`src/rtl/ivr_pkg.sv`:
```
`timescale 1ns/1ps
package ivr_pkg;

   localparam int unsigned IVR_DATA_W = 64;
   localparam int unsigned IVR_ID_W   = 5;

   // Decoded access intent for one cycle
   typedef struct packed {
      logic clr;      // privileged write with flag bit at zero
      logic rd_ok;    // privileged read
      logic unpriv;   // access without privilege
   } ivr_ctl_t;

endpackage

```
`src/rtl/ivr_access_decode.sv`:
```
`timescale 1ns/1ps
module ivr_access_decode
   import ivr_pkg::*;
#(
   parameter int unsigned DATA_W = IVR_DATA_W,
   parameter int unsigned ID_W   = IVR_ID_W
) (
   input  logic              clk,
   input  logic              rst,
   input  logic              acc_en,
   input  logic              acc_we,
   input  logic              acc_priv,
   input  logic [DATA_W-1:0] acc_wdata,
   output ivr_ctl_t          ctl,
   output logic              priv_viol
);

   localparam int unsigned FLAG_POS = ID_W;

   initial begin
      assert (DATA_W > ID_W) else $fatal(1, "data width must exceed the ID width");
   end

   logic viol_q;
   logic unused_wdata;

   assign unused_wdata = ^acc_wdata;

   always_comb begin
      ctl.clr    = acc_en & acc_we & acc_priv & ~acc_wdata[FLAG_POS];
      ctl.rd_ok  = acc_en & ~acc_we & acc_priv;
      ctl.unpriv = acc_en & ~acc_priv;
   end

   always_ff @(posedge clk) begin
      if (rst) viol_q <= 1'b0;
      else     viol_q <= ctl.unpriv;
   end

   assign priv_viol = viol_q;

   // an unprivileged access is reported on the next cycle
   assert_viol_pulse_R7: assert property (@(posedge clk) disable iff (rst)
      (acc_en && !acc_priv) |=> priv_viol);
   // no report without a preceding unprivileged access
   assert_viol_cause_R7: assert property (@(posedge clk) disable iff (rst)
      (!acc_en || acc_priv) |=> !priv_viol);

endmodule

```
`src/rtl/ivr_state.sv`:
```
`timescale 1ns/1ps
module ivr_state
   import ivr_pkg::*;
#(
   parameter int unsigned ID_W = IVR_ID_W
) (
   input  logic            clk,
   input  logic            rst,
   input  logic            arr_valid,
   input  logic [ID_W-1:0] arr_id,
   input  logic            clr,
   output logic            busy_q,
   output logic [ID_W-1:0] id_q,
   output logic            arr_nack
);

   initial begin
      assert (ID_W > 0) else $fatal(1, "ID width must be positive");
   end

   logic accept;

   // a clear in the same cycle frees the slot for the arrival
   assign accept   = arr_valid & (~busy_q | clr);
   assign arr_nack = arr_valid & ~accept;

   always_ff @(posedge clk) begin
      if (rst) begin
         busy_q <= 1'b0;
         id_q   <= '0;
      end else if (accept) begin
         busy_q <= 1'b1;
         id_q   <= arr_id;
      end else if (clr) begin
         busy_q <= 1'b0;
      end
   end

   // reset empties the register
   assert_reset_clears_R1: assert property (@(posedge clk)
      rst |=> (!busy_q && id_q == '0));
   // an accepted arrival sets the flag and captures the sender
   assert_accept_capture_R2: assert property (@(posedge clk) disable iff (rst)
      (arr_valid && !arr_nack) |=> (busy_q && id_q == $past(arr_id)));
   // a refused arrival leaves the contents alone
   assert_nack_keeps_R3: assert property (@(posedge clk) disable iff (rst)
      arr_nack |=> (busy_q && $stable(id_q)));
   // the flag only falls after a clear
   assert_busy_sticky_R9: assert property (@(posedge clk) disable iff (rst)
      (busy_q && !clr) |=> busy_q);
   // the ID survives a clear
   assert_clear_keeps_id_R4: assert property (@(posedge clk) disable iff (rst)
      (clr && !arr_valid) |=> (!busy_q && $stable(id_q)));

endmodule

```
`src/rtl/ivr_read_mux.sv`:
```
`timescale 1ns/1ps
module ivr_read_mux
   import ivr_pkg::*;
#(
   parameter int unsigned DATA_W    = IVR_DATA_W,
   parameter int unsigned ID_W      = IVR_ID_W,
   parameter bit          GATE_READ = 1'b1
) (
   input  logic              rd_ok,
   input  logic              busy,
   input  logic [ID_W-1:0]   id,
   output logic [DATA_W-1:0] rdata
);

   localparam int unsigned FLAG_POS = ID_W;

   logic [DATA_W-1:0] image;

   for (genvar g = 0; g < DATA_W; g++) begin : g_bit
      if (g < ID_W) begin : g_id
         assign image[g] = id[g];
      end else if (g == FLAG_POS) begin : g_flag
         assign image[g] = busy;
      end else begin : g_rsvd
         assign image[g] = 1'b0;
      end
   end

   if (GATE_READ) begin : g_gated
      assign rdata = rd_ok ? image : '0;
   end else begin : g_open
      logic unused_rd;
      assign unused_rd = rd_ok;
      assign rdata     = image;
   end

endmodule

```
`src/rtl/ivr_recv_status.sv`:
```
`timescale 1ns/1ps
module ivr_recv_status
   import ivr_pkg::*;
#(
   parameter int unsigned DATA_W = IVR_DATA_W,
   parameter int unsigned ID_W   = IVR_ID_W
) (
   input  logic              clk,
   input  logic              rst,
   input  logic              arr_valid,
   input  logic [ID_W-1:0]   arr_id,
   output logic              arr_nack,
   input  logic              acc_en,
   input  logic              acc_we,
   input  logic              acc_priv,
   input  logic [DATA_W-1:0] acc_wdata,
   output logic [DATA_W-1:0] acc_rdata,
   output logic              priv_viol
);

   localparam int unsigned FLAG_POS = ID_W;

   ivr_ctl_t        ctl;
   logic            busy_q;
   logic [ID_W-1:0] id_q;

   ivr_access_decode #(.DATA_W(DATA_W), .ID_W(ID_W)) u_dec (
      .clk      (clk),
      .rst      (rst),
      .acc_en   (acc_en),
      .acc_we   (acc_we),
      .acc_priv (acc_priv),
      .acc_wdata(acc_wdata),
      .ctl      (ctl),
      .priv_viol(priv_viol)
   );

   ivr_state #(.ID_W(ID_W)) u_state (
      .clk      (clk),
      .rst      (rst),
      .arr_valid(arr_valid),
      .arr_id   (arr_id),
      .clr      (ctl.clr),
      .busy_q   (busy_q),
      .id_q     (id_q),
      .arr_nack (arr_nack)
   );

   ivr_read_mux #(.DATA_W(DATA_W), .ID_W(ID_W), .GATE_READ(1'b1)) u_rd (
      .rd_ok(ctl.rd_ok),
      .busy (busy_q),
      .id   (id_q),
      .rdata(acc_rdata)
   );

   // nothing above the flag is ever driven
   assert_rsvd_zero_R6: assert property (@(posedge clk) disable iff (rst)
      (acc_rdata >> (FLAG_POS + 1)) == '0);
   // unprivileged access leaves the flag as it was
   assert_unpriv_no_change_R7: assert property (@(posedge clk) disable iff (rst)
      (acc_en && !acc_priv && !arr_valid) |=> $stable(busy_q));
   // arrival meeting a clear is never refused
   assert_race_accept_R8: assert property (@(posedge clk) disable iff (rst)
      (arr_valid && acc_en && acc_we && acc_priv && !acc_wdata[FLAG_POS]) |-> !arr_nack);
   // read data only during a privileged read
   assert_rdata_idle_R10: assert property (@(posedge clk) disable iff (rst)
      !(acc_en && !acc_we && acc_priv) |-> acc_rdata == '0);

endmodule

```
`config.mk`:
```
export PLATFORM = sky130hd
export DESIGN_NAME = ivr_recv_status
export DESIGN_NICKNAME = d
export VERILOG_FILES = /design/src/rtl/ivr_pkg.sv /design/src/rtl/ivr_access_decode.sv /design/src/rtl/ivr_state.sv /design/src/rtl/ivr_read_mux.sv /design/src/rtl/ivr_recv_status.sv
export SDC_FILE = /design/constraint.sdc
export NUM_CORES = 1
export LEC_CHECK = 0
export BUFFER_PORTS_ARGS = -buffer_cell sky130_fd_sc_hd__buf_2
export CAP_MARGIN = 20
export CORE_MARGIN = 2
export CORE_UTILIZATION = 31
export DETAILED_ROUTE_END_ITERATION = 6
export HOLD_SLACK_MARGIN = 0.08
export PLACE_DENSITY = 0.95
export SLEW_MARGIN = 20
export SYNTH_ARGS = -nofsm -noshare
export SYNTH_HDL_FRONTEND = slang
export SYNTH_SLANG_ARGS = --single-unit
```
`constraint.sdc`:
```
create_clock -name clk -period 2.8 [get_ports clk]
set_input_delay 0.56 -clock clk [delete_from_list [all_inputs] [get_ports clk]]
set_output_delay 0.56 -clock clk [all_outputs]
set_load 0.02 [all_outputs]
```
# ---- Yosys cells after proc, flatten, opt, wreduce, memory -nomap -nowiden
# Cells that the tools add are included.
dict set report word_totals {
  regBits 7
  latchBits 0
  mem_bits_rw 0
  mem_bits_ro 0
  input_bits 75
  out_inout_bits 66
  word_cells 21
  memories 0
}
dict set report classes {
  n_addsub 0
  mul 0
  div 0
  magnitude_cmp 0
  n_eq_ne 0
  shift 0
  n_mux 3
  bitwise 14
  reduce_logical 1
}
# cell n
set op_table {}
lappend op_table {{$and 1x1->1} 8}
lappend op_table {{$mux 6} 1}
lappend op_table {{$not 1->1} 5}
lappend op_table {{$mux 1} 2}
lappend op_table {{$reduce_bool 2->1} 1}
lappend op_table {{$or 1x1->1} 1}

# ---- Depth between registers and ports, before layout
dict set report logic_depth {
  word_depth 7
  ltp_mapped 4
  depth_no_buf 3
}

# ---- Hierarchy
# A second synthesis with hierarchy kept.
dict set report unflattened {
  cells_unflattened 98
  area_unflattened_um2 815.8
}
# module n_inst cells_per_inst area_per_inst_um2 seq_area_each_um2
set by_module_without_submodules {}
lappend by_module_without_submodules {ivr_read_mux 1 65 476.7 0.0}
lappend by_module_without_submodules {ivr_state 1 28 285.3 120.1}
lappend by_module_without_submodules {ivr_access_decode 1 5 53.8 20.0}

# ---- Worst setup path after synthesis
# No wires, ideal clock.
dict set report synth_path {
  path_type {input-to-output}
  start {in acc_wdata[5]}
  end {out arr_nack}
  t_arrival_ns 1.169
  slack_ns 1.071
  cell_stages 3
  cell_sequence {nand4b_2 -> buf_6 -> and3_1}
}
dict set report synth_between {
  elab_chain_len 6
}
# element line_no
set synth_rtl {}
lappend synth_rtl {{start, declared} ivr_recv_status.sv:16} ;# input logic [DATA_W-1:0] acc_wdata,
lappend synth_rtl {{$not 1->1} ivr_access_decode.sv:30} ;# ctl.clr = acc_en & acc_we & acc_priv & ~acc_wdata[FLAG_POS];
lappend synth_rtl {{$and 1x1->1} ivr_access_decode.sv:30}
lappend synth_rtl {{$or 1x1->1} ivr_state.sv:24} ;# assign accept = arr_valid & (~busy_q | clr);
lappend synth_rtl {{$and 1x1->1} ivr_state.sv:24}
lappend synth_rtl {{$not 1->1} ivr_state.sv:25} ;# assign arr_nack = arr_valid & ~accept;
lappend synth_rtl {{$and 1x1->1} ivr_state.sv:25}
lappend synth_rtl {{end, declared} ivr_recv_status.sv:12} ;# output logic arr_nack,
# No other way between the ends.

# ---- Worst setup path in the final report
# Ends and elaborated chain as after synthesis.

==> Implementation_results.wiki <==
{| class="wikitable"
! Metric !! Value
|-
| Combined area of all synthesized cells || about 900 um^2
|-
| Register-to-register path setup slack || 1.68 ns
|-
| Number of nets in the finished design || 204
|-
| Buffers inserted during post-CTS setup optimization || 0
|-
| Placed cell area || about 800 um^2
|-
| Category of the critical setup timing path || in -> out
|-
| Critical hold path startpoint || acc_priv
|-
| Utilization after layout || ~29%
|-
| Initial core utilization || 32.6%
|-
| Non-filler cells, final || 159
|-
| CTS tree || done
|-
| Overall die area || between 3000 and 4000 um^2
|-
| Via count || between 600 and 700
|-
| Antenna violations before repair || 0
|-
| Routed wire length || 1330 um
|-
| Number of failing hold endpoints at the final stage || 0
|-
| Std cell rows || 19
|-
| Portion of the post-synthesis area used by sequential elements || 15.6%
|-
| GRT Resource Usage Total || 7.40%
|-
| Clock network latency to the later pin of the worst-skew pair || around 0.26 ns
|-
| CTS-repair resized insts || 0
|-
| Worst ir drop on vdd || 0.000209 V
|-
| Clock Sinks || 7
|-
| Die Ht || 57.9 um
|-
| Area of the multi-input gates || 503 um^2
|-
| Total core area || ~2800 um^2
|-
| Crit path max fanout || 12
|-
| Gate Count Post-Synth || about 110
|-
| Unrepaired setup endpoints after global routing || false
|-
| Number of cells on the worst hold path || 2
|-
| Overall power after layout || 0.326 mW
|-
| Max-cap violations || 0
|-
| Number of buffers added by the clock tree synthesis step || 3
|-
| Pin count of the biggest net entering global routing || 19
|-
| Warnings from Yosys || 0
|-
| Total number of H-tree levels || 1
|-
| Final HPWL from detailed placement || 1050 um
|-
| Total Neg Setup Slack || 0 ns
|-
| Global-route congestion overflow total || 0
|-
| Critical Path Source Type || input pin
|-
| Unique cell type count in the Yosys netlist || 20
|-
| Syn_area_per_cell || 8.10 um^2
|-
| Number of synthesized register bits || 7
|-
| Final Max Tran Viols || 0
|-
| Number of hold buffers added after cts || 0
|-
| Ant diodes || 0
|-
| Layout overhead on the synthesized area || -10.3%
|-
| Total I/O pin count || ~140
|-
| Post-route clock skew || between 0.001 and 0.0015 ns
|-
| DRC errors left || 0
|-
| Maximum clock path buffer count || 2
|-
| Vias/cell || slightly below 4
|-
| Critical register-to-register path endpoint || u_state.id_q[1]
|-
| Cell Pwr Density || between 400 and 500 nW/um^2
|-
| Worst slack after detailed placement || 0.728 ns
|-
| Worst reg-to-reg path cell count || 3
|-
| Post-route minimum period || 2.07 ns
|-
| Sequential cell area || 140 um^2
|-
| Clock tree root buffer cell || sky130_fd_sc_hd__clkbuf_4
|-
| Static Leak || ~0.43 nW
|-
| Count of port buffers added during placement || 19
|-
| Min-Delay Endpoint || u_dec.priv_viol
|-
| Gp weighted congestion || 0.705
|-
| Wire length of the first global-routing pass || 1800 um
|-
| Required time of the critical path || 2.24 ns
|-
| Min setup slack post-route || ~0.73 ns
|-
| Capturing element type of the critical path || output pin
|-
| Fin crit share || 73.8%
|-
| Origin of the critical flop-to-flop path || u_state.busy_q
|-
| Fmax achieved || a little under 0.5 GHz
|-
| Number of iterations in the first detailed-routing pass || 4
|-
| DR WL/cell || 8.36 um
|-
| Initial DRC count || 17
|-
| Result of the run || finished clean
|-
| Number of endpoints failing setup at the final stage || 0
|-
| Worst-path clk slew || around 0.050 ns
|-
| Via count of the first global-routing pass || between 400 and 500
|-
| Layout cell share with drive strength beyond 1 || 20.3%
|-
| Post-route antenna net violation count || 0
|-
| Data arrival time of the worst path || about 1.5 ns
|-
| X dimension of the die || 57.9 um
|-
| Instance count after placement with tap cells included || 155
|-
| Count of filler cells inserted in the layout || 298
|-
| Final instance area || 807 um^2
|-
| Worst min-delay path category || in -> reg
|-
| Hold WS || 0.497 ns
|}
## worst max-delay path by stage
stage,startpoint,endpoint,slack [ns],cells past startpoint
after floorplan,acc_wdata[5],arr_nack,1.07,3
after global placement,acc_wdata[5],arr_nack,0.74,4
after detailed placement,acc_wdata[5],arr_nack,0.73,4
after CTS,acc_wdata[5],arr_nack,0.73,4
after global routing,acc_wdata[5],arr_nack,0.64,4
final,acc_wdata[5],arr_nack,0.73,4
## per-layer routing
metal | up-vias | global-route usage [%] | share of wire (%)
met5 | - | 0 | 0
met1 | 277 | 7.49 | 35
li1 | 291 | - | -
met3 | 4 | 2.01 | 13
met2 | 40 | 11.2 | 48
met4 | 0 | 8.97 | 3.9
## worst max-delay path: stages
cell and delay, ns:
sky130_fd_sc_hd__buf_2 0.09, sky130_fd_sc_hd__nand4b_2 0.40, sky130_fd_sc_hd__and3_1 0.31, sky130_fd_sc_hd__buf_2 0.15
## layout by cell type (no fill, tap or decap), types with 2 or more instances in the layout
master                      n
sky130_fd_sc_hd__o311ai_2   3
sky130_fd_sc_hd__dfxtp_1    7
sky130_fd_sc_hd__o311ai_1   2
sky130_fd_sc_hd__nand4b_1   5
sky130_fd_sc_hd__a31oi_1    5
sky130_fd_sc_hd__nor2_1     2
sky130_fd_sc_hd__buf_2     19
sky130_fd_sc_hd__conb_1    58
sky130_fd_sc_hd__nand2_1    6
sky130_fd_sc_hd__and2_1     5
sky130_fd_sc_hd__nor3b_1    6
sky130_fd_sc_hd__clkbuf_4   3
## final cells by class
cell class,count,share of cell area (%)
multi-input combinational,97,62.3
sequential,7,17.4
clock buffer,4,3.26
tap,31,4.81
inverter,1,0.465
timing repair buffer,19,11.8
## cell usage after synthesis, drive strengths merged
master	instances	area [um^2]
nor3b	6	45.0
conb	1	3.75
inv	1	3.75
nor2b	1	6.26
clkbuf	1	5.00
nand4b	6	58.8
nand2	6	22.5
a31oi	5	31.3
and2	5	31.3
nor2	2	7.51
nor3	1	5.00
o311ai	5	66.3
buf	62	462
dfxtp	7	140
a21oi	1	5.00
and3	1	6.26
## power by group
| part | switching (mW) | internal [mW] |
|---|---|---|
| registers | 0.00585 | 0.107 |
| clock network | 0.0429 | 0.0547 |
| logic | 0.0943 | 0.0208 |
| total | 0.143 | 0.183 |
## sequential cells by signal, summed over array words and instances, names as in the netlist
signal / cells
u_state.id_q: 5
u_dec.priv_viol: 1
u_state.busy_q: 1
## logic make-up (layout without fill, tap and decap cells)
kind of cell           count (synthesis)  in the layout  synth area share (%)
flip-flops                             7              7                  15.6
AND/OR/NAND/NOR                       28             28                  20.3
buffers and inverters                 64             24                  52.3
other                                  1             58                 0.417
AO/OA/AOI/OAI                         11             11                  11.4
Note: power is estimated with default switching activity, not from simulation.
